### src/rtl/bus_term_pkg.sv
package bus_term_pkg;
  typedef enum logic [1:0] {
    TERM_NORMAL = 2'b00,
    TERM_HALT   = 2'b01,
    TERM_BERR   = 2'b10,
    TERM_RETRY  = 2'b11
  } term_e;

  typedef enum logic [1:0] {
    ST_IDLE,
    ST_WAIT,
    ST_LATE,
    ST_RELEASE
  } state_e;
endpackage

### src/rtl/bus_term_sampler.sv
module bus_term_sampler #(
  parameter int ACK_W = 2
) (
  input  logic             clk,
  input  logic             rst,
  input  logic [ACK_W-1:0] ack_n,
  input  logic             berr_n,
  input  logic             halt_n,
  output logic [ACK_W-1:0] smp_ack_n,
  output logic             smp_berr,
  output logic             smp_halt
);
  // Falling-edge capture: signals moved together on a rising edge land in one sample.
  always_ff @(negedge clk) begin
    if (rst) begin
      smp_ack_n <= '1;
      smp_berr  <= 1'b0;
      smp_halt  <= 1'b0;
    end else begin
      smp_ack_n <= ack_n;
      smp_berr  <= ~berr_n;
      smp_halt  <= ~halt_n;
    end
  end
endmodule

### src/rtl/bus_term_watchdog.sv
module bus_term_watchdog #(
  parameter int TIMEOUT_SAMPLES = 256
) (
  input  logic clk,
  input  logic rst,
  input  logic clear,
  input  logic tick,
  output logic expired
);
  localparam int CNT_W = $clog2(TIMEOUT_SAMPLES + 1);
  localparam logic [CNT_W-1:0] LAST = CNT_W'(TIMEOUT_SAMPLES - 1);

  logic [CNT_W-1:0] cnt;

  assign expired = tick && (cnt == LAST);

  always_ff @(posedge clk) begin
    if (rst || clear) begin
      cnt <= '0;
    end else if (tick && !expired) begin
      cnt <= cnt + 1'b1;
    end
  end
endmodule

### src/rtl/bus_term_fsm.sv
module bus_term_fsm
  import bus_term_pkg::*;
#(
  parameter int ACK_W = 2
) (
  input  logic             clk,
  input  logic             rst,
  input  logic             start,
  input  logic [ACK_W-1:0] smp_ack_n,
  input  logic             smp_berr,
  input  logic             smp_halt,
  input  logic             wd_expired,
  output logic             wd_clear,
  output logic             wd_tick,
  output logic             done,
  output term_e            term_type,
  output logic [ACK_W-1:0] port_size,
  output logic             timeout
);
  state_e state;
  term_e  base_type;
  logic   halt_seen;
  logic   ack_seen;
  logic   halt_any;

  assign ack_seen = (smp_ack_n != '1);
  assign halt_any = smp_halt | halt_seen;
  assign wd_clear = (state == ST_IDLE);
  assign wd_tick  = (state == ST_WAIT) && !smp_berr && !ack_seen;

  always_ff @(posedge clk) begin
    if (rst) begin
      state     <= ST_IDLE;
      base_type <= TERM_NORMAL;
      halt_seen <= 1'b0;
      done      <= 1'b0;
      timeout   <= 1'b0;
      term_type <= TERM_NORMAL;
      port_size <= '1;
    end else begin
      done    <= 1'b0;
      timeout <= 1'b0;
      case (state)
        ST_IDLE: begin
          if (start) begin
            state     <= ST_WAIT;
            halt_seen <= 1'b0;
          end
        end
        ST_WAIT: begin
          if (smp_berr && halt_any) begin
            term_type <= TERM_RETRY;
            port_size <= smp_ack_n;
            state     <= ST_RELEASE;
          end else if (smp_berr) begin
            term_type <= TERM_BERR;
            port_size <= smp_ack_n;
            done      <= 1'b1;
            state     <= ST_IDLE;
          end else if (ack_seen) begin
            base_type <= halt_any ? TERM_HALT : TERM_NORMAL;
            halt_seen <= halt_any;
            port_size <= smp_ack_n;
            state     <= ST_LATE;
          end else begin
            halt_seen <= halt_any;
            if (wd_expired) begin
              term_type <= TERM_NORMAL;
              port_size <= '1;
              timeout   <= 1'b1;
              done      <= 1'b1;
              state     <= ST_IDLE;
            end
          end
        end
        ST_LATE: begin
          if (smp_berr && halt_any) begin
            term_type <= TERM_RETRY;
            state     <= ST_RELEASE;
          end else begin
            term_type <= smp_berr ? TERM_BERR : base_type;
            done      <= 1'b1;
            state     <= ST_IDLE;
          end
        end
        ST_RELEASE: begin
          if (!smp_berr) begin
            done  <= 1'b1;
            state <= ST_IDLE;
          end
        end
        default: state <= ST_IDLE;
      endcase
    end
  end
endmodule

### src/rtl/bus_term_classifier.sv
module bus_term_classifier
  import bus_term_pkg::*;
#(
  parameter int ACK_W           = 2,
  parameter int TIMEOUT_SAMPLES = 256
) (
  input  logic             clk,
  input  logic             rst,
  input  logic             start,
  input  logic [ACK_W-1:0] ack_n,
  input  logic             berr_n,
  input  logic             halt_n,
  output logic             done,
  output logic [1:0]       term_type,
  output logic [ACK_W-1:0] port_size,
  output logic             timeout
);
  logic [ACK_W-1:0] smp_ack_n;
  logic             smp_berr;
  logic             smp_halt;
  logic             wd_clear;
  logic             wd_tick;
  logic             wd_expired;
  term_e            type_q;

  bus_term_sampler #(.ACK_W(ACK_W)) u_sampler (
    .clk(clk), .rst(rst), .ack_n(ack_n), .berr_n(berr_n), .halt_n(halt_n),
    .smp_ack_n(smp_ack_n), .smp_berr(smp_berr), .smp_halt(smp_halt)
  );

  bus_term_watchdog #(.TIMEOUT_SAMPLES(TIMEOUT_SAMPLES)) u_watchdog (
    .clk(clk), .rst(rst), .clear(wd_clear), .tick(wd_tick), .expired(wd_expired)
  );

  bus_term_fsm #(.ACK_W(ACK_W)) u_fsm (
    .clk(clk), .rst(rst), .start(start),
    .smp_ack_n(smp_ack_n), .smp_berr(smp_berr), .smp_halt(smp_halt),
    .wd_expired(wd_expired), .wd_clear(wd_clear), .wd_tick(wd_tick),
    .done(done), .term_type(type_q), .port_size(port_size), .timeout(timeout)
  );

  assign term_type = type_q;
endmodule

### config.mk
export PLATFORM = sky130hd
export DESIGN_NAME = bus_term_classifier
export DESIGN_NICKNAME = d
export VERILOG_FILES = /design/src/rtl/bus_term_pkg.sv /design/src/rtl/bus_term_sampler.sv /design/src/rtl/bus_term_watchdog.sv /design/src/rtl/bus_term_fsm.sv /design/src/rtl/bus_term_classifier.sv
export SDC_FILE = /design/constraint.sdc
export NUM_CORES = 1
export LEC_CHECK = 0
export BUFFER_PORTS_ARGS = -buffer_cell sky130_fd_sc_hd__buf_2
export CORE_MARGIN = 5
export CORE_UTILIZATION = 55
export DETAILED_ROUTE_END_ITERATION = 6
export GPL_TIMING_DRIVEN = 0
export MAX_ROUTING_LAYER = met4
export PLACE_DENSITY = 0.73
export SLEW_MARGIN = 10
export SYNTH_ARGS = -nofsm -noshare
export SYNTH_HDL_FRONTEND = slang
export SYNTH_HIERARCHICAL = 1
export SYNTH_SLANG_ARGS = --single-unit
### constraint.sdc
create_clock -name clk -period 2.5 [get_ports clk]
set_input_delay 0.125 -clock clk [delete_from_list [all_inputs] [get_ports clk]]
set_output_delay 0.125 -clock clk [all_outputs]
set_load 0.02 [all_outputs]
# --- After elaboration in Yosys (flattened, before gate mapping) ---
# Cells that the tools add are included.
word_totals:
  ff_bits: 24
  inputBits: 7
  wordCells: 79
op_classes:
  add_sub_neg: 1
  n_eq_ne: 12
  muxes: 30
  n_bitwise: 6
  n_reduce_logical: 19
op_table:
  columns: ["operator", "count"]
  rows:
  - ["2-bit two-way mux", 16]
  - ["1-bit two-way mux", 10]
  - ["2-bit != test, second input constant", 5]
  - ["9-bit by 1-bit adder with 9-bit output, second input constant", 1]
  - ["9-bit by 8-bit == test with 1-bit output, second input constant", 1]
  - ["4-bit != test, second input constant", 2]
  - ["2-bit case mux with 4 select lines", 1]
  - ["4-bit AND reduction", 2]
  - ["3-bit AND reduction", 2]
  - ["1-bit logical AND", 5]
  - ["5-bit by 4-bit != test with 1-bit output, second input constant", 1]
  - ["1-bit inverter", 5]
  - ["2-bit == test, second input constant", 2]
  - ["2-bit case mux with 2 select lines", 1]
  - ["2-bit nonzero test", 2]
  - ["4-bit nonzero test", 1]
  - ["4-bit OR reduction", 1]
  - ["1-bit logical NOT", 3]
  - ["1-bit case mux with 3 select lines", 1]
  - ["2-bit by 1-bit == test with 1-bit output, second input constant", 1]
  - ["2-bit logical NOT", 1]
  - ["1-bit case mux with 2 select lines", 1]
  - ["2-bit AND reduction", 1]
  - ["1-bit logical OR", 1]
  - ["1-bit OR", 1]

# --- Logic depth before layout (Yosys ltp) ---
# Gate-level depths: netlist of run 1.
depth:
  depth_word: 9
  mapped_depth: 9
  depth_no_buf: 9

# --- Cells and area by module ---
# Netlist of run 1, hierarchy kept.
modules_own_cells:
  columns: ["module", "n_inst", "cells_per_inst", "area_each_um2", "seq_area_each_um2"]
  rows:
  - ["bus_term_fsm", 1, 61, 514.2, 200.2]
  - ["bus_term_watchdog", 1, 50, 442.9, 180.2]
  - ["bus_term_sampler", 1, 9, 103.8, 80.1]

==> results list, run 1 <==
* Sinks on the clock net: 23
- Routability-driven placement finished with a final weighted congestion of 0.8524.
- STA classifies the critical path startpoint as a register.
- Hold path startpoint: start
- After detailed routing, the number of remaining DRC violations is 0.
* Ordered cell list for the critical path: nand4b_1 > inv_2 > buf_4 > buf_4 > nand4b_1 > or3_1 > a21oi_1
* Crit-path slowest cell: sky130_fd_sc_hd__or3_1
- Data arrival time of the worst path: 3.08 ns
* CTS HTree Levels: 1
- Row generation in the floorplan step produced 15 rows.
* DP Cell Count: 157
- The initial antenna violation count came to 0.
- Seq/Total Area, Yosys: 0.4340
* Clock tree skew after final layout: about 0.057 ns
- Counting instances, the worst hold path has a depth of 2.
- Combined area of the multi-input logic cells: ~610 sq um
- Across every metal layer, demand over resource in global routing totals 0.1823.
* Cell at the root of the clock tree: sky130_fd_sc_hd__clkbuf_4
- Via density per instance: about 5.5
- The tightest min-delay check is of the input port to register type.
* Drt pass-1 iters: 4
- Synthesized cell area: 0.001061 sq mm
* Overflow left after global routing: 0
- Power density cells: between 500 and 600 mW/mm^2
* Number of global-route vias before repair: around 950
- After clock tree synthesis, the flow added hold-fix buffers numbering 0.
* LEAKAGE: approximately 0.56 nW
- Post-synthesis cell type count: 34
* Fraction of layout instances using a drive strength above 1: 0.3529
* Violations in the final reports: setup timing
* Most used flip-flop cell after synthesis: sky130_fd_sc_hd__dfxtp_1
- By startpoint and endpoint, the worst setup path is classified as register to register.
- Detailed-route wire length: around 2.4 mm
- TritonCTS built the clock tree.
- Utilization after layout: 0.7782
- Max-cap violations in this run came to 0.
- Maximum number of pins on one net before global-route repair: 14
* Depth of the most critical reg-to-reg path: 7
- Synth Net Count: 133
- At the later pin of the worst-skew pair, clock insertion delay measures roughly 0.37 ns.
* # fillers: 124
* Diode insertion count for antenna repair: 0
* Core area: ~0.0018 sq mm
- Yosys mapped a number of flops with a built-in enable equal to 0.
- Critical path data required time: 2.75 ns
- Clock-pin slew was measured on the worst setup and hold paths at 0.13 ns.
* Global-route wire length before repair: roughly 3.7 mm
- The design draws ~760 uW.
* Post-Synthesis Cells: 120
- Once layout is complete, the cells apart from fillers number 178.
- IR analysis of the VDD net gives a maximum drop of approximately 0.45 mV.
* Final setup margin: -0.3231 ns
- After synthesis the netlist holds a flip-flop and latch count of 23.
- Each instance of the synthesized netlist takes up on average between 8 and 9 sq um.
* Total number of yosys warnings: 6
- Internal reg-to-reg setup slack: -0.32 ns
* Layout area overhead: 30.78%
- The count of buffers added on input and output ports is 12.
- At the pin with the least slew margin, the transition time is around 0.35 ns.
* Worst Hold Endpoint: u_fsm/halt_seen
- OpenSTA, run right after detailed placement, puts the worst setup slack at -0.3754 ns.
- Buffer levels on the longest clock path: 2
- Number of buffers created by CTS: 3
* Post-route antenna net violation count: 0
- Chip height: about 54 um
- Yosys attributes the largest share of cell area to sky130_fd_sc_hd__dfxtp_1 43%, sky130_fd_sc_hd__ha_1 7.1%, sky130_fd_sc_hd__nor2_1 4.6%.
- The wire-length estimate of the detail-placed layout is between 1 and 1.5 mm.
- Worst stage delay on the critical path: 0.34 ns
- For this run, asynchronously set or reset flops after synthesis account for 0.
* Crit end category: register
* Initial Utilization: 0.5951
- Headroom to the max-slew limit came out at 0.7690.
- Routed wire per std cell: roughly 13 um
* Max Fanout on Critical Path: 4
* R2r endpoint: u_watchdog/cnt[4]
* Number of ports placed on the die boundary: 13
- Final net count: roughly 170
- The detailed router placed 979 vias in this run.
* Largest area contributor in the synthesized netlist: sky130_fd_sc_hd__dfxtp_1
- Start of the worst register-to-register path: u_sampler/smp_berr
- The floorplan step set the die width to about 54 um.
* 1st-iter DRT viols: 19
- Full die area: just under 0.003 sq mm
- Setup repair after global routing missed its margin: true
- Setup violations remaining at the end of the flow were counted as 17.
* Area share of the largest cell type after synthesis: 0.4340
* Outcome: finished, violations left
* Total count of max-transition violations in the final report: 0
- The sequential cells in the finished layout cover a total of 469.2 sq um.
- Number of hold violations in the final report: 0
-- power breakdown --
group / switching (mW) / total, mW / internal, mW
logic: 0.0938 / 0.173 / 0.0794
clock network: 0.123 / 0.191 / 0.0673
registers: 0.0115 / 0.393 / 0.382
total: 0.229 / 0.757 / 0.529
-- synth_stat cells (all sizes together) (2+ instances only) --
master  instances
o31ai           2
inv            10
nor2           13
nand2           8
or4             2
o21ai           9
xor2            2
a311oi          2
ha              6
nand3           5
dfxtp          23
or2             4
nand2b          3
a21oi           9
o22ai           2
or3             3
nand4b          2
buf             2
-- critical path, delay by kind of cell, from the launching register on --
family	cells	cell delay, ns
buffers and inverters	3	0.30
and+or+nand+nor	3	0.69
DFF	1	0.33
AOI/OAI and AO/OA	1	0.14
-- state kept, by name, summed over array words and instances (netlist names) --
| name | flops |
|---|---|
| u_watchdog/cnt | 9 |
| u_fsm/port_size | 2 |
| u_fsm/state | 2 |
| u_fsm/term_type | 2 |
| u_sampler/smp_ack_n | 2 |
| u_fsm/base_type | 1 |
| u_fsm/done | 1 |
| u_fsm/halt_seen | 1 |
| u_fsm/timeout | 1 |
| u_sampler/smp_berr | 1 |
| u_sampler/smp_halt | 1 |
-- how the worst max path moves through the flow --
stage / from / end / slack [ns]
after floorplan: u_sampler/smp_berr / u_watchdog/cnt[5] / -0.22
after global placement: u_sampler/smp_berr / u_fsm/term_type[0] / -0.34
after detailed placement: u_sampler/smp_berr / u_fsm/term_type[0] / -0.38
after CTS: u_sampler/smp_berr / u_watchdog/cnt[7] / -0.28
after global routing: u_sampler/smp_berr / u_fsm/term_type[0] / -0.43
final: u_sampler/smp_berr / u_watchdog/cnt[4] / -0.32
-- logic make-up (layout without fill, tap and decap cells) --
| family | count (synthesis) | in the layout | synth area share |
|---|---|---|---|
| fa+ha+maj | 6 | 6 | 0.07075 |
| mux | 1 | 1 | 0.009434 |
| flops | 23 | 23 | 0.4340 |
| buf+inv | 12 | 45 | 0.05661 |
| compound gates | 31 | 31 | 0.1851 |
| simple gates | 45 | 45 | 0.2276 |
| xor+xnor | 2 | 2 | 0.01651 |
-- layer usage --
metal | vias to the layer above | GRT usage | share of wire | routed length (um)
met5 | - | - | 0 | 0
met4 | 0 | 0.09362 | 0.023 | 55
met3 | 7 | 0.02493 | 0.047 | 111
met2 | 27 | 0.3387 | 0.52 | 1236
met1 | 456 | 0.1823 | 0.41 | 962
li1 | 489 | - | - | -
-- cells in the final DEF, fill, tap and decap left out, drive strengths merged, types with 2 or more instances in the layout --
cell type,n
a311oi,2
nand4b,2
or2,4
or4,2
clkbuf,3
o31ai,2
o21ai,9
nand2b,3
inv,14
xor2,2
nand2,8
buf,28
dfxtp,23
o22ai,2
a21oi,9
or3,3
nand3,5
ha,6
nor2,13
-- per-stage QoR --
stage	instance area, sq um	hold WS (ns)	setup TNS [ns]
after floorplan	1067	0.1971	-1.337
after global placement	1159	0.3409	-2.813
after detailed placement	1159	0.3549	-3.133
after CTS	1262	0.005750	-2.038
after global routing	1388	0.04091	-4.591
final	1388	0.02450	-3.020
-- cell type report --
class	instances	area share
flip-flops and latches	23	0.3381
multi-input cells	85	0.4418
plain buffers	2	0.01623
clock inverters	5	0.01353
well taps	25	0.02254
clock buffers	3	0.01623
inverters	9	0.02435
repair buffers	26	0.1271
-- timing repair --
item                                    4_1_cts  5_1_grt
pin swaps                                    12       13
endpoints found under the setup margin       15       19
gates resized for setup                       9       17
buffers inserted                              6        8
Note: power is estimated with default switching activity, not from simulation.
==> inputs of run 2 (changes only) <==
--- a/config.mk
+++ b/config.mk
@@ -5,13 +5,13 @@
 export SDC_FILE = /design/constraint.sdc
 export NUM_CORES = 1
 export LEC_CHECK = 0
+export ABC_AREA = 1
 export BUFFER_PORTS_ARGS = -buffer_cell sky130_fd_sc_hd__buf_2
 export CORE_MARGIN = 5
 export CORE_UTILIZATION = 55
 export DETAILED_ROUTE_END_ITERATION = 6
 export GPL_TIMING_DRIVEN = 0
-export MAX_ROUTING_LAYER = met4
-export PLACE_DENSITY = 0.73
+export PLACE_DENSITY = 0.72
 export SLEW_MARGIN = 10
 export SYNTH_ARGS = -nofsm -noshare
 export SYNTH_HDL_FRONTEND = slang
==> results list, run 2 <==
- The number of clock sinks seen by CTS was 23 (unchanged).
- Max Fanout on Critical Path: 4 (unchanged)
- The height of the chip was 56.71 um (+5.2%).
* Count of state elements after synthesis: 23 (unchanged)
- Initial Utilization: 0.5585 (-0.03656)
- The post-synthesis cell type count is 22 (-35%).
* Path type of the worst setup path: register to register
- The aggregate negative setup slack was -0.7946 ns (+2.226 ns).
* Clock tree skew after final layout: 0.06556 ns (+0.008427 ns)
- Number of buffers created by CTS: 3 (unchanged)
- The share of total power in sequential cells was 0.406 (-0.113).
- The net load switching power came to 423.6 uW (+85%).
* HP Class: input port to register
- Synth Net Count: 182 (+37%)
- Final setup vio count: 14 (-3)
- Total power consumption of the routed design: 1.080 mW (+43%)
- FP Rows: 17 (+2)
* Largest register FFs: 9 (unchanged)
- TritonCTS built the clock tree.
* Power density cells: 719.1 mW/mm^2 (+32%)
- CTS HTree Levels: 1 (unchanged)
- Number of global-route vias before repair: 1,022 (+8.0%)
- The average wire length per cell after detail routing was 11.46 um (-14%).
- STA classifies the critical path endpoint as a register.
* Most used flip-flop cell after synthesis: sky130_fd_sc_hd__dfxtp_1
* Post-Synthesis Cells: 169 (+41%)
- Cell area after placement: 0.001308 sq mm (+13%)
- The wire length of the first global-routing pass was 4.367 mm (+17%).
- Synthesized cell area: 0.001200 sq mm (+13%)
* Total count of max-transition violations in the final report: 0 (unchanged)
- The count of hold-fix buffers inserted at cts is 0 (unchanged).
- The multi-input logic area was 713.2 sq um (+16%).
* Placer Congestion: 0.8029 (-5.8%)
- Total number of yosys warnings: 6 (unchanged)
- Maximum number of pins on one net before global-route repair: 13 (-1)
- Overflow left after global routing: 0 (unchanged)
- Post-detail-place hpwl: 1.736 mm (+19%)
- The global-route usage over all layers is 0.1676 (-0.01464).
* Die extent in x: 56.71 um (+5.2%)
- Number of synthesized flops with an enable pin: 0 (unchanged)
- Commonest non-fill, non-tap cell in the layout: sky130_fd_sc_hd__nand2_1
- The arrival time reported for the critical path endpoint was 2.84 ns (-0.24 ns).
* Via density per instance: 5.058 (-8.0%)
* Via count: 1,128 (+15%)
- DRC: 0 (unchanged)
* Outcome: finished, violations left
- Drt pass-1 iters: 5 (+1)
- The critical path data required time is 2.76 ns (about the same).
- The commonest cells after synthesis are 41 x sky130_fd_sc_hd__nand2_1, 23 x sky130_fd_sc_hd__dfxtp_1, 22 x sky130_fd_sc_hd__nor2_1, 19 x sky130_fd_sc_hd__inv_1, 13 x sky130_fd_sc_hd__nand3_1.
- Buffer levels on the longest clock path: 2 (unchanged)
- Synthesized area per cell: 7.100 sq um (-20%)
* Full die area: 0.003216 sq mm (+11%)
- Worst IR Drop VDD: 0.6508 mV (+45%)
- The area share of the largest cell type after synthesis is 0.3837 (-0.05023).
- The register with the most flip-flops in the final layout is u_watchdog/cnt.
* LEAKAGE: 0.6416 nW (+16%)
- The part of the total power dissipated in the clock network was 0.182 (-0.070).
- Register Area: 471.7 sq um (+0.53%)
- Number of hold violations in the final report: 0 (unchanged)
- The number of filler cells placed in the layout was 192 (+55%).
- From synthesis to final layout, the design area changed by 25.13%.
* Cell at the root of the clock tree: sky130_fd_sc_hd__clkbuf_4
- The actual transition at the worst max-transition pin came to 0.3660 ns (+0.01953 ns).
- Startpoint class of the critical path: register
* Share of total power in combinational logic: 0.412 (+0.183)
- Fraction of layout instances using a drive strength above 1: 0.3385 (-0.01448)
- The final standard cell utilization of the core was 0.6989 (-0.07935).
- By area the synthesized netlist is led by sky130_fd_sc_hd__dfxtp_1 38%, sky130_fd_sc_hd__nand2_1 13%, sky130_fd_sc_hd__nor2_1 6.9%.
* Core area: 0.002148 sq mm (+20%)
- Setup repair after global routing could not meet its margin everywhere.
- The final hold slack was 0.1070 ns (+0.08251 ns).
* Fraction of power spent switching nets: 0.3923 (+0.09027)
- Final setup margin: -0.08639 ns (+0.2367 ns)
* Finished Cell Area: 0.001501 sq mm (+8.2%)
* Initial antenna violation count: 0 (unchanged)
* Seq/Total Area, Yosys: 0.3837 (-0.05023)
- Among all cell types in the netlist, the one instantiated most often is sky130_fd_sc_hd__nand2_1.
* Max capacitance violation total: 0 (unchanged)
- Post-route antenna net violation count: 0 (unchanged)
* 1st-iter DRT viols: 29 (+10)
- The post-layout net count came to 209 (+25%).
* Violations in the final reports: setup timing
- Diode insertion count for antenna repair: 0 (unchanged)
- Skew-Pair Late Insertion Delay: 0.37 ns (about the same)
- sky130_fd_sc_hd__dfxtp_1 takes more of the synthesized area than any other cell.
- The fraction of registers with async set/reset is 0 (unchanged).
- Total internal power: 656.1 uW (+24%)
* Clock transition at the register clock pins on the worst setup and hold paths after CTS: 0.13 ns (about the same)
- Detailed-route wire length: 2.555 mm (+8.0%)
* Number of port buffers: 12 (unchanged)
- The number of primary I/O pins was 13 (unchanged).
- The worst-case headroom to the max-slew limit is 0.7557 (-0.01328).
* Highest-count cells in the layout ignoring fill and taps: 36 x sky130_fd_sc_hd__nand2_1, 20 x sky130_fd_sc_hd__dfxtp_1, 19 x sky130_fd_sc_hd__inv_1
run 2: changes by cell type after synthesis, sizes merged, moves of 4 or more:
cell,change
o21ai,-4
inv,+14
a21oi,+4
nand3,+9
or2,-4
nand2,+39
nor2,+15
run 2: timing repair:
item                       CTS  global route
pin swaps                   15            21
buffers inserted             6             2
setup endpoints to repair   16            17
gates resized for setup     14            17
run 2: through the flow:
stage | setup WS [ns] | instances
finish | -0.08639 | 223
global route | -0.1941 | 223
CTS | -0.1423 | 222
detailed placement | -0.2320 | 209
global placement | -0.2100 | 209
floorplan | -0.08357 | 169
run 2: critical path, cell delays in order, from the launching register on:
cell,delay [ns]
sky130_fd_sc_hd__dfxtp_4,0.35
sky130_fd_sc_hd__nor2_8,0.08
sky130_fd_sc_hd__inv_2,0.05
sky130_fd_sc_hd__nor2_4,0.13
sky130_fd_sc_hd__buf_6,0.13
sky130_fd_sc_hd__nand4_1,0.17
sky130_fd_sc_hd__nor2_1,0.15
sky130_fd_sc_hd__nor2_1,0.05
sky130_fd_sc_hd__nor2_1,0.10
run 2: worst paths after layout:
path	startpoint	end	slack [ns]	cells after the start
worst max-delay path	u_sampler/smp_berr	u_watchdog/cnt[4]	-0.09	8
worst min-delay path	rst	u_fsm/term_type[1]	0.11	2
worst max register to register	u_sampler/smp_berr	u_watchdog/cnt[4]	-0.09	8
worst min register to register	u_fsm/port_size[1]	u_fsm/port_size[1]	0.46	2
run 2: logic make-up after synthesis:
kind of cell / synth area share
DFF: 0.3837
AOI/OAI and AO/OA: 0.08759
adders and majority gates: 0.06256
and+or+nand+nor: 0.3650
buffers and inverters: 0.1011
run 2: power groups by stage:
stage               combinational, mW  sequential, mW  clock, mW
detailed placement              0.374           0.443     0.0125
floorplan                       0.279           0.461     0.0125
global route                    0.499           0.445      0.226
CTS                             0.412           0.437      0.207
global placement                0.368           0.441     0.0125
finish                          0.445           0.438      0.197
run 2: final cells by class:
class | instances | area share
multi-input combinational | 119 | 0.4750
inverter | 24 | 0.06500
tap | 28 | 0.02333
timing repair buffer | 20 | 0.08750
clock inverter | 4 | 0.01000
sequential | 23 | 0.3142
buffer | 1 | 0.007500
clock buffer | 4 | 0.01750
run 2: metal layers:
| metal | global-route usage | vias up | share of wire |
|---|---|---|---|
| li1 | - | 591 | - |
| met1 | 0.2278 | 508 | 0.47 |
| met2 | 0.2739 | 27 | 0.47 |
| met3 | 0.02069 | 2 | 0.051 |
| met4 | 0.05085 | 0 | 0.011 |
| met5 | 0 | - | 0 |
